==> src/rtl/imask_pkg.sv <==
package imask_pkg;

  localparam int ADDR_W = 8;
  localparam int DATA_W = 32;
  localparam int NUM_BANKS = 3;

  // bank selector from address bits [7:4]
  localparam logic [3:0] TX_PAGE  = 4'h8;
  localparam logic [3:0] RX_PAGE  = 4'hA;
  localparam logic [3:0] DMA_PAGE = 4'hB;
  localparam logic [ADDR_W-1:0] EOI_ADDR = 8'h94;
  localparam int HOST_ERR_BIT = 1;

  typedef enum logic [1:0] {
    RD_NONE   = 2'd0,
    RD_RAW    = 2'd1,
    RD_MASKED = 2'd2,
    RD_MASK   = 2'd3
  } rdKind_e;

  typedef struct packed {
    logic [NUM_BANKS-1:0] setMask;
    logic [NUM_BANKS-1:0] clrMask;
    logic [NUM_BANKS-1:0] ack;
    logic                 eoi;
    logic [1:0]           rdBank;
    rdKind_e              rdKind;
  } ctlStrb_t;

endpackage

==> src/rtl/imask_bank.sv <==
module imask_bank #(
  parameter int DATA_W = 32,
  parameter logic [DATA_W-1:0] VALID = '1
) (
  input  logic              clk,
  input  logic              rstN,
  input  logic [DATA_W-1:0] evt,
  input  logic              setStb,
  input  logic              clrStb,
  input  logic              ackStb,
  input  logic [DATA_W-1:0] wdata,
  output logic [DATA_W-1:0] raw,
  output logic [DATA_W-1:0] mask
);

  logic [DATA_W-1:0] rawNext;
  logic [DATA_W-1:0] maskNext;

  always_comb begin
    rawNext = raw;
    if (ackStb) rawNext = rawNext & ~wdata;
    rawNext = (rawNext | evt) & VALID;
    maskNext = mask;
    if (setStb) maskNext = maskNext | wdata;
    if (clrStb) maskNext = maskNext & ~wdata;
    maskNext = maskNext & VALID;
  end

  always_ff @(posedge clk) begin
    if (!rstN) begin
      raw  <= '0;
      mask <= '0;
    end else begin
      raw  <= rawNext;
      mask <= maskNext;
    end
  end


  evt_sets_raw_chk: assert property (@(posedge clk) disable iff (!rstN)
    (|(evt & VALID)) |=> ((raw & $past(evt & VALID)) == $past(evt & VALID)));


  mask_set_chk: assert property (@(posedge clk) disable iff (!rstN)
    setStb |=> ((mask & $past(wdata & VALID)) == $past(wdata & VALID)));


  mask_clr_chk: assert property (@(posedge clk) disable iff (!rstN)
    (clrStb && !setStb) |=> ((mask & $past(wdata)) == '0));


  ack_clears_chk: assert property (@(posedge clk) disable iff (!rstN)
    ackStb |=> ((raw & $past(wdata & ~evt)) == '0));

endmodule

==> src/rtl/imask_ctrl.sv <==
module imask_ctrl
  import imask_pkg::*;
(
  input  logic              clk,
  input  logic              rstN,
  input  logic              regWr,
  input  logic [ADDR_W-1:0] regAddr,
  input  logic              anyPend,
  output ctlStrb_t          strb,
  output logic              irq
);

  logic       bankHit;
  logic [1:0] bankIdx;
  logic       armed;

  always_comb begin
    bankHit = 1'b1;
    bankIdx = 2'd0;
    case (regAddr[7:4])
      TX_PAGE:  bankIdx = 2'd0;
      RX_PAGE:  bankIdx = 2'd1;
      DMA_PAGE: bankIdx = 2'd2;
      default:  bankHit = 1'b0;
    endcase
    if (regAddr[1:0] != 2'b00) bankHit = 1'b0;

    strb = '0;
    strb.rdBank = bankIdx;
    strb.rdKind = RD_NONE;
    if (bankHit) begin
      case (regAddr[3:2])
        2'd0: begin
          strb.rdKind = RD_RAW;
          strb.ack[bankIdx] = regWr;
        end
        2'd1: strb.rdKind = RD_MASKED;
        2'd2: begin
          strb.rdKind = RD_MASK;
          strb.setMask[bankIdx] = regWr;
        end
        default: begin
          strb.rdKind = RD_MASK;
          strb.clrMask[bankIdx] = regWr;
        end
      endcase
    end
    strb.eoi = regWr && (regAddr == EOI_ADDR);
  end

  always_ff @(posedge clk) begin
    if (!rstN)         armed <= 1'b1;
    else if (strb.eoi) armed <= 1'b1;
    else if (irq)      armed <= 1'b0;
  end

  assign irq = armed & anyPend;


  irq_single_pulse_chk: assert property (@(posedge clk) disable iff (!rstN)
    (irq && !strb.eoi) |=> !irq);


  eoi_rearm_chk: assert property (@(posedge clk) disable iff (!rstN)
    (strb.eoi && anyPend) |=> irq);


  one_strobe_chk: assert property (@(posedge clk) disable iff (!rstN)
    $onehot0({strb.setMask, strb.clrMask, strb.ack, strb.eoi}));

endmodule

==> src/rtl/imask_dp.sv <==
module imask_dp
  import imask_pkg::*;
#(
  parameter int NUM_TX = 8,
  parameter int NUM_RX = 8
) (
  input  logic              clk,
  input  logic              rstN,
  input  ctlStrb_t          strb,
  input  logic [NUM_TX-1:0] txEvt,
  input  logic [NUM_RX-1:0] rxEvt,
  input  logic              hostErrEvt,
  input  logic [DATA_W-1:0] wdata,
  output logic [DATA_W-1:0] rdata,
  output logic              anyPend
);

  localparam logic [DATA_W-1:0] ONES = '1;
  localparam logic [DATA_W-1:0] TX_VALID  = ONES >> (DATA_W - NUM_TX);
  localparam logic [DATA_W-1:0] RX_VALID  = ONES >> (DATA_W - NUM_RX);
  localparam logic [DATA_W-1:0] DMA_VALID = DATA_W'(1) << HOST_ERR_BIT;
  localparam logic [NUM_BANKS-1:0][DATA_W-1:0] BANK_VALID =
    {DMA_VALID, RX_VALID, TX_VALID};

  logic [NUM_BANKS-1:0][DATA_W-1:0] evtAll;
  logic [NUM_BANKS-1:0][DATA_W-1:0] rawAll;
  logic [NUM_BANKS-1:0][DATA_W-1:0] maskAll;
  logic [NUM_BANKS-1:0]             bankPend;

  always_comb begin
    evtAll    = '0;
    evtAll[0] = DATA_W'(txEvt);
    evtAll[1] = DATA_W'(rxEvt);
    evtAll[2][HOST_ERR_BIT] = hostErrEvt;
  end

  for (genvar b = 0; b < NUM_BANKS; b++) begin : g_bank
    imask_bank #(
      .DATA_W (DATA_W),
      .VALID  (BANK_VALID[b])
    ) bank_i (
      .clk    (clk),
      .rstN   (rstN),
      .evt    (evtAll[b]),
      .setStb (strb.setMask[b]),
      .clrStb (strb.clrMask[b]),
      .ackStb (strb.ack[b]),
      .wdata  (wdata),
      .raw    (rawAll[b]),
      .mask   (maskAll[b])
    );
    assign bankPend[b] = |(rawAll[b] & maskAll[b]);
  end

  assign anyPend = |bankPend;

  always_comb begin
    rdata = '0;
    if (strb.rdBank < 2'(NUM_BANKS)) begin
      case (strb.rdKind)
        RD_RAW:    rdata = rawAll[strb.rdBank];
        RD_MASKED: rdata = rawAll[strb.rdBank] & maskAll[strb.rdBank];
        RD_MASK:   rdata = maskAll[strb.rdBank];
        default:   rdata = '0;
      endcase
    end
  end


  dma_bit0_zero_chk: assert property (@(posedge clk) disable iff (!rstN)
    (rawAll[2][0] == 1'b0) && (maskAll[2][0] == 1'b0));

endmodule

==> src/rtl/imask_top.sv <==
module imask_top
  import imask_pkg::*;
#(
  parameter int NUM_TX = 8,
  parameter int NUM_RX = 8
) (
  input  logic              clk,
  input  logic              rstN,
  input  logic [NUM_TX-1:0] txEvt,
  input  logic [NUM_RX-1:0] rxEvt,
  input  logic              hostErrEvt,
  input  logic              regWr,
  input  logic [7:0]        regAddr,
  input  logic [31:0]       regWdata,
  output logic [31:0]       regRdata,
  output logic              irq
);

  ctlStrb_t strb;
  logic     anyPend;

  imask_ctrl ctrl_i (
    .clk     (clk),
    .rstN    (rstN),
    .regWr   (regWr),
    .regAddr (regAddr),
    .anyPend (anyPend),
    .strb    (strb),
    .irq     (irq)
  );

  imask_dp #(
    .NUM_TX (NUM_TX),
    .NUM_RX (NUM_RX)
  ) dp_i (
    .clk        (clk),
    .rstN       (rstN),
    .strb       (strb),
    .txEvt      (txEvt),
    .rxEvt      (rxEvt),
    .hostErrEvt (hostErrEvt),
    .wdata      (regWdata),
    .rdata      (regRdata),
    .anyPend    (anyPend)
  );

endmodule

==> config.mk <==
export PLATFORM = sky130hd
export DESIGN_NAME = imask_top
export DESIGN_NICKNAME = d
export VERILOG_FILES = /design/src/rtl/imask_pkg.sv /design/src/rtl/imask_bank.sv /design/src/rtl/imask_ctrl.sv /design/src/rtl/imask_dp.sv /design/src/rtl/imask_top.sv
export SDC_FILE = /design/constraint.sdc
export NUM_CORES = 1
export LEC_CHECK = 0
export ABC_CLOCK_PERIOD_IN_PS = 2050
export BUFFER_PORTS_ARGS = -buffer_cell sky130_fd_sc_hd__buf_2
export CAP_MARGIN = 10
export CORE_MARGIN = 2
export CORE_UTILIZATION = 57
export DETAILED_ROUTE_END_ITERATION = 12
export PLACE_DENSITY = 0.84
export SLEW_MARGIN = 25
export SYNTH_ARGS = -nofsm -noshare
export SYNTH_HDL_FRONTEND = slang
export SYNTH_HIERARCHICAL = 1
export SYNTH_SLANG_ARGS = --single-unit
==> constraint.sdc <==
create_clock -name clk -period 2.05 [get_ports clk]
set_input_delay 0.1025 -clock clk [delete_from_list [all_inputs] [get_ports clk]]
set_output_delay 0.1025 -clock clk [all_outputs]
set_load 0.005 [all_outputs]
# After elaboration in Yosys (flattened, before gate mapping)
# Cells that the tools add are included.
totals:
  elab_cells: 73
  input_bits: 60
  regBits: 35
op_classes:
  magnitude_cmp: 3
  n_bitwise: 20
  eq_ne: 9
  muxes: 26
  reduce_logical: 8
ops:
  columns: ["operator", "count"]
  rows:
  - ["binary-select mux 32 bit (select 2 bit)", 2]
  - ["2-to-1 mux 32 bit", 3]
  - ["one-hot mux 32 bit (3 select lines)", 1]
  - ["OR reduction 96 bit", 1]
  - ["bitwise AND 8 bit", 6]
  - ["2-to-1 mux 8 bit", 6]
  - ["bitwise AND 32 bit", 1]
  - ["bitwise OR 8 bit", 4]
  - ["== test 4 bit (second input constant)", 3]
  - ["2-to-1 mux 3 bit", 3]
  - ["2-to-1 mux 9 bit", 1]
  - ["== test 8 bit (second input constant)", 1]
  - ["2-to-1 mux 2 bit", 4]
  - ["NOT 8 bit", 1]
  - ["one-hot mux 2 bit (2 select lines)", 2]
  - ["bitwise AND 2 bit", 3]
  - ["== test 2 bit (second input constant)", 3]
  - ["OR reduction 3 bit", 2]
  - ["== test 2 x 1 -> 1 bit (second input constant)", 2]
  - ["bitwise OR 2 bit", 2]
  - ["bitwise AND 3 bit", 1]
  - ["< comparator 2 x 3 -> 1 bit (second input constant)", 1]
  - ["2-to-1 mux 1 bit", 3]
  - ["demux 1 bit (select 2 bit)", 1]
  - ["other kinds (8)", 9]

# Logic depth before layout (Yosys ltp)
# Gate-level depths: netlist of the first run.
depth:
  depth_word: 12
  depth_mapped: 8

# By module
# Netlist of the first run, hierarchy kept.
by_module_without_submodules:
  columns: ["module", "cells_per_inst", "n_inst", "area_each_um2"]
  rows:
  - ["imask_bank at dp_i.g_bank[0].bank_i ...", 109, 2, 964.7]
  - ["imask_dp", 323, 1, 1816.7]
  - ["imask_bank at dp_i.g_bank[2].bank_i", 71, 1, 540.5]
  - ["imask_ctrl", 32, 1, 209.0]

# Worst setup path before layout of the first run
# OpenSTA, ideal clock, no wires.
synth_timing:
  path_type: "input to output"
  from: "input port regAddr[6]"
  to: "output port regRdata[10]"
  path_slack_ns: 0.460
  arrival_ns: 1.487
  required_time_ns: 1.947
  path_buffers: 1
  cell_stages: 7
  path_cell_list: "nor4b_4 > nand2_4 > nor2_1 > nor2_1 > a21oi_1 > clkbuf_1 > and3_1"
synth_lines:
  columns: ["item", "line", "rtl"]
  rows:
  - ["start, declared", "imask_top.sv:13", "input logic [7:0] regAddr,"]
  - ["end, declared", "imask_top.sv:15", "output logic [31:0] regRdata,"]

# Final worst setup path of the first run
layout_timing:
  from: "register dp_i.g_bank[1].bank_i.mask[4]"
  to: "output port irq"
layout_between:
  elab_chain_cells: 3
layout_lines:
  columns: ["item", "line", "rtl"]
  rows:
  - ["start, declared", "imask_bank.sv:13", "output logic [DATA_W-1:0] mask"]
  - ["start signal, assigned", "imask_bank.sv:35", "mask <= maskNext;"]
  - ["bitwise AND 8 bit", "imask_dp.sv:52", "assign bankPend[b] = |(rawAll[b] & maskAll[b]);"]
  - ["OR reduction 96 bit", "imask_dp.sv:55", "assign anyPend = |bankPend;"]
  - ["via anyPend", "imask_top.sv:20", "logic anyPend;"]
  - ["bitwise AND 1 bit", "imask_ctrl.sv:57", "assign irq = armed & anyPend;"]
  - ["end, declared", "imask_top.sv:16", "output logic irq"]
# The timed path passes the listed nets, and every way through them passes these cells.

==> results.md, run 1 <==
* H-tree Lvls at 2
* Hold buffer count at CTS at 0
* Buffers on Ports at 68
* Later-pin clock latency in the skew report at 0.28 ns
* Chip Height at 92.7 um
* Multi-input logic area at 2930 um2
* Inserted Diodes at 0
* Sum Neg Setup Slack at 0 ns
* Number of instances in the synthesized netlist at 642
* Combined flip-flop and latch cell area at 701 um2
* Maximum number of pins on one net before global-route repair at 65
* RSZ-0062 raised after global routing: false
* Cts bufs inserted at 5
* Result of the run: finished, final reports clean
* Type of the tightest min-delay check: in -> reg
* Number of post-CTS setup repair buffers at 0
* Clock Path Buffers at 2
* Data required time at the worst endpoint at 1.95 ns
* Achievable Freq at 511 MHz
* Leading cell type in the layout, fill and taps excluded: conb_1
* Clock slew at the register clock pins of the worst setup and hold paths at 0.06 ns
* Worst Path Class, Setup: reg -> out
* I/O pin cnt at 93
* Final Hold Fails at 0
* Area growth from synthesis to final layout at -0.892%
* DPL Wire Length at 9000 um
* CP arrival at 1.86 ns
* Number of global-route vias before repair at 4031
* Kind of end point of the critical path: output port
* Area of the core at 7690 um2
* Starting utilization of the core area at 58.4%
* Static leakage at 2.04 nW
* Setup violation total in the final timing report at 0
* Last weighted congestion value of the routability-driven placer at 0.961
* First drt pass iteration count at 5
* Final Routed Wirelength at 11700 um
* Clock Skews at 0.00452 ns
* Buffer type at the clock tree root: clkbuf_8
* Worst path bufs/invs at 1
* Floorplan row count at 32
* Part of the cycle the worst path needs at 95.5%
* Average wire length per cell after detail routing at 14.6 um
* Wire length of the first global-routing pass at 18800 um
* Top library cells by usage in the layout, fill and taps aside: conb_1 (158), o21ai_0 (81), nor2_1 (75)
* Post_cts resized at 0
* Series of cell instances along the critical path: a221oi_2, nand3_1, nor4_2, nand3_2, and2_1, buf_2
* TritonCTS clock tree: yes
* Fillers at 778
* Overflow after GRT at 0
* Die area at 8600 um2
* Per-cell via count in the routed design at 5.49
* CTS Sinks at 35
* Warnings from Yosys at 6
* Number of DRC violations after detailed-routing iteration 0 at 289
* Fraction of final layout cells sized beyond drive strength 1 at 17.4%
* CP top delay family: simple AND/OR/NAND/NOR gates
* Max-cap violations at 0
* Final Critical Period at 1.96 ns
* Power per cell area at 393 nW/um2
* CP startpoint kind: flip-flop
* Via Count at 4387
* Peak VDD IR at 0.000655 V
* Critical path fanouts, max at 3
* DRT antenna net count at 0
* Netlist area before placement at 4490 um2
* Pins over their slew limit at 0
* Post-layout total power at 1.75 mW
* Average cell area after synthesis at 6.99 um2
* Delay contributed by the slowest stage of the critical path at 0.36 ns
* Horizontal die dimension at 92.7 um
* Overall global routing resource usage at 26.9%
* Remaining DRCs at 0
* Antenna violations before repair at 0
* Slowest cell on crit path: dfxtp_1
* Net count reported at finish at 756
## metrics by stage
step	cell area [um2]	hold WS [ns]	util [%]	std cells	setup WS [ns]
2_1_floorplan	5070	0.181	-	797	0.460
3_3_place_gp	4330	0.361	56.3	791	0.291
3_5_place_dp	4330	0.370	56.3	791	0.246
4_1_cts	4430	0.0720	57.6	799	0.0695
5_1_grt	4450	0.0779	57.9	799	0.0135
6_report	4450	0.0801	57.9	799	0.0920
## flip-flops by register name, indices dropped and copies added (netlist names), named ones only
name / count
ctrl_i/armed: 1
dp_i/g_bank.bank_i/mask: 16
dp_i/g_bank.bank_i/raw: 17
## power breakdown
group	total, mW	switching [mW]	internal (mW)
logic	0.481	0.303	0.178
registers	0.734	0.0279	0.706
clock network	0.533	0.227	0.306
total	1.75	0.558	1.19
## tightest hold or removal path, stage by stage
cell and delay (ns):
buf_2 0.10, inv_1 0.04, a31oi_1 0.07
## worst paths after layout
kind | start | end | slack, ns | cells past startpoint
worst max register to register | dp_i/g_bank[1].bank_i/mask[4] | ctrl_i/armed | 0.50 | 5
worst min-delay path | rxEvt[3] | dp_i/g_bank[1].bank_i/raw[3] | 0.08 | 3
worst min register to register | ctrl_i/armed | ctrl_i/armed | 0.53 | 2
worst max-delay path | dp_i/g_bank[1].bank_i/mask[4] | irq | 0.09 | 6
## area by class of cell
cell class	instances	area share, %
sequential	35	15.8
multi-input combinational	545	65.9
inverter	24	2.14
tap	102	2.87
clock buffer	8	2.25
timing repair buffer	85	11.1
## per-layer routing
metal | vias to the layer above | GRT usage, % | routed length, um
li1 | 2166 | - | -
met1 | 2005 | 34.4 | 4970
met2 | 196 | 46.3 | 5580
met3 | 20 | 3.82 | 902
met4 | 0 | 9.31 | 214
met5 | - | 0 | 0
Power figures use the tool's default switching activity.
==> run 2, diff against run 1 <==
--- a/config.mk
+++ b/config.mk
@@ -8,10 +8,13 @@
 export ABC_CLOCK_PERIOD_IN_PS = 2050
 export BUFFER_PORTS_ARGS = -buffer_cell sky130_fd_sc_hd__buf_2
 export CAP_MARGIN = 10
+export CELL_PAD_IN_SITES_DETAIL_PLACEMENT = 1
+export CELL_PAD_IN_SITES_GLOBAL_PLACEMENT = 2
 export CORE_MARGIN = 2
-export CORE_UTILIZATION = 57
+export CORE_UTILIZATION = 31
 export DETAILED_ROUTE_END_ITERATION = 12
-export PLACE_DENSITY = 0.84
+export PLACE_DENSITY = 0.83
+export RECOVER_POWER = 50
 export SLEW_MARGIN = 25
 export SYNTH_ARGS = -nofsm -noshare
 export SYNTH_HDL_FRONTEND = slang
==> run 2 against run 1 <==
Effect of this change: sequential power barely moved; wire length rose by 26%; die area rose by 80%; cell area rose by 3.2%; clock power rose by 36%; combinational power rose by 5.6%; utilization fell by 25 points; largest cell class unchanged.
==> results.md, run 2 (synthesis results as in run 1) <==
* Pins over their slew limit at 0 (unchanged)
* Max-cap violations at 0 (unchanged)
* Setup violation total in the final timing report at 0 (unchanged)
* Worst reg-to-reg path cell count at 6 (+1)
* Final Critical Period at 1.94 ns (-0.0133 ns)
* Number of post-CTS setup repair buffers at 0 (unchanged)
* Area growth from synthesis to final layout at 2.26%
* Hold buffer count at CTS at 0 (unchanged)
* Slowest cell on crit path: dfxtp_1
* Clock slew at the register clock pins of the worst setup and hold paths at 0.06 ns (about the same)
* Final Hold Fails at 0 (unchanged)
* TritonCTS clock tree: yes
* Die area at 15500 um2 (+80%)
* Hold Crit Start: regAddr[5]
* Remaining DRCs at 0 (unchanged)
* Buffers on Ports at 68 (unchanged)
* Share of power burned in combinational logic at 25.8% (-1.7 points)
* Horizontal die dimension at 124 um (+34%)
* Kind of end point of the critical path: output port
* Clk network pwr share at 36.8% (+6.3 points)
* Register share of total power at 37.4% (-4.6 points)
* H-tree Lvls at 2 (unchanged)
* Per-cell via count in the routed design at 4.97 (-9.5%)
* Series of cell instances along the critical path: a22o_1, a221oi_2, nand4_1, nor3_2, nand3_2, and2_1, buf_2
* Leading cell type in the layout, fill and taps excluded: conb_1
* CP arrival at 1.84 ns (-0.02 ns)
* Worst hold path stage count at 2 (-1)
* Worst Path Class, Setup: reg -> out
* Delay contributed by the slowest stage of the critical path at 0.33 ns (-0.03 ns)
* Achievable Freq at 514 MHz (+0.68%)
* Cts bufs inserted at 5 (unchanged)
* Number of DRC violations after detailed-routing iteration 0 at 204 (-29%)
* Last weighted congestion value of the routability-driven placer at 0.935 (-2.7%)
* Power per cell area at 429 nW/um2 (+9.2%)
* Worst Hold Endpoint: ctrl_i/armed
* Clock Path Buffers at 2 (unchanged)
* Fraction of final layout cells sized beyond drive strength 1 at 16.9% (-0.45 points)
* Worst R2R End: ctrl_i/armed
* DRT antenna net count at 0 (unchanged)
* CTS Sinks at 35 (unchanged)
* Part of the cycle the worst path needs at 94.9% (-0.65 points)
* Wire length of the first global-routing pass at 23000 um (+22%)
* DPL Wire Length at 11600 um (+29%)
* Buffer type at the clock tree root: clkbuf_16
* Final Routed Wirelength at 14700 um (+26%)
* Static leakage at 2.04 nW (+0.11%)
* Data required time at the worst endpoint at 1.95 ns (about the same)
* Post-layout total power at 1.97 mW (+13%)
* Antenna violations before repair at 0 (unchanged)
* Area of the core at 14000 um2 (+82%)
* Via Count at 4361 (-0.59%)
* CP startpoint kind: flip-flop
* Number of flip-flops under the largest register name at 17 (unchanged)
* Starting utilization of the core area at 32.1% (-26 points)
* RSZ-0062 raised after global routing: true
* Number of global-route vias before repair at 4590 (+14%)
* Maximum number of pins on one net before global-route repair at 41 (-37%)
* Setup slack, reg-to-reg at 0.52 ns (+0.02 ns)
* I/O pin cnt at 93 (unchanged)
* Chip Height at 124 um (+34%)
* Overflow after GRT at 0 (unchanged)
* First drt pass iteration count at 4 (-1)
* Sum Neg Setup Slack at 0 ns (unchanged)
* Overall global routing resource usage at 18.3% (-8.6 points)
* Register ranked first by flip-flop count: dp_i/g_bank.bank_i/raw
* Reg2Reg Launch Point: dp_i/g_bank[1].bank_i/raw[6]
* Switching power share of the total at 32.0% (+0.044 points)
* Clock Skews at 0.00627 ns (+0.00175 ns)
* Later-pin clock latency in the skew report at 0.28 ns (about the same)
* Peak VDD IR at 0.000661 V (+0.92%)
* Floorplan row count at 43 (+34%)
* Type of the tightest min-delay check: in -> reg
* Final core utilization at 32.8% (-25 points)
* Total internal power at 1.34 mW (+13%)
* Worst hold margin at 0.0769 ns (-0.00315 ns)
* Net count reported at finish at 757 (+0.13%)
* Inserted Diodes at 0 (unchanged)
* Average wire length per cell after detail routing at 16.7 um (+14%)
* Result of the run: finished, final reports clean
* Switching component of the power at 0.630 mW (+13%)
* Critical path fanouts, max at 2 (-1)
* Top library cells by usage in the layout, fill and taps aside: conb_1 (158), o21ai_0 (81), nor2_1 (74)
* Biggest regs: dp_i/g_bank.bank_i/raw (17), dp_i/g_bank.bank_i/mask (16), ctrl_i/armed (1)
-- run 2: metrics by stage --
step	instances	instance area, um2	setup WS (ns)
2_1_floorplan	797	5070	0.460
3_3_place_gp	870	4450	0.183
3_5_place_dp	870	4450	0.0923
4_1_cts	878	4600	0.0254
5_1_grt	878	4590	-0.0265
6_report	878	4590	0.105
-- run 2: area by class of cell --
| class | count | area, um2 |
|---|---|---|
| fill | 1895 | 9400 |
| multi-input combinational | 545 | 2930 |
| sequential | 35 | 701 |
| timing repair buffer | 86 | 498 |
| tap | 180 | 225 |
| clock buffer | 7 | 133 |
| inverter | 24 | 95.1 |
| clock inverter | 1 | 5.00 |
-- run 2: worst max-delay path by stage --
| stage | to | slack, ns | cells after the start | start |
|---|---|---|---|---|
| floorplan | regRdata[10] | 0.46 | 7 | regAddr[6] |
| global placement | regRdata[28] | 0.18 | 9 | regAddr[6] |
| detailed placement | regRdata[20] | 0.09 | 9 | regAddr[6] |
| CTS | irq | 0.03 | 6 | dp_i/g_bank[1].bank_i/raw[4] |
| global route | irq | -0.03 | 7 | dp_i/g_bank[1].bank_i/raw[6] |
| finish | irq | 0.11 | 7 | dp_i/g_bank[1].bank_i/raw[6] |
-- run 2: critical path, delay by kind of cell, from the launching register on --
kind	cells	cell delay (ns)
AND/OR/NAND/NOR	4	0.64
AO/OA/AOI/OAI	2	0.48
flip-flops	1	0.33
buffers and inverters	1	0.12
-- run 2: routing by layer --
layer / global-route usage, % / vias up / part of all wire, %
li1: - / 2165 / -
met1: 23.8 / 2099 / 47
met2: 32.1 / 81 / 49
met3: 1.93 / 16 / 2.4
met4: 5.09 / 0 / 1.7
met5: 0 / - / 0
-- run 2: power by group through the flow --
| stage | Combinational, mW | Clock [mW] | Sequential [mW] |
|---|---|---|---|
| floorplan | 0.530 | 0 | 0.734 |
| detailed placement | 0.465 | 0 | 0.751 |
| finish | 0.508 | 0.724 | 0.737 |
| global placement | 0.449 | 0 | 0.749 |
| global route | 0.575 | 0.765 | 0.740 |
| CTS | 0.468 | 0.744 | 0.736 |
-- run 2: timing repair --
action	in CTS	in global routing
setup endpoints to repair	1	10
resized for setup	2	4
pin swaps	1	1
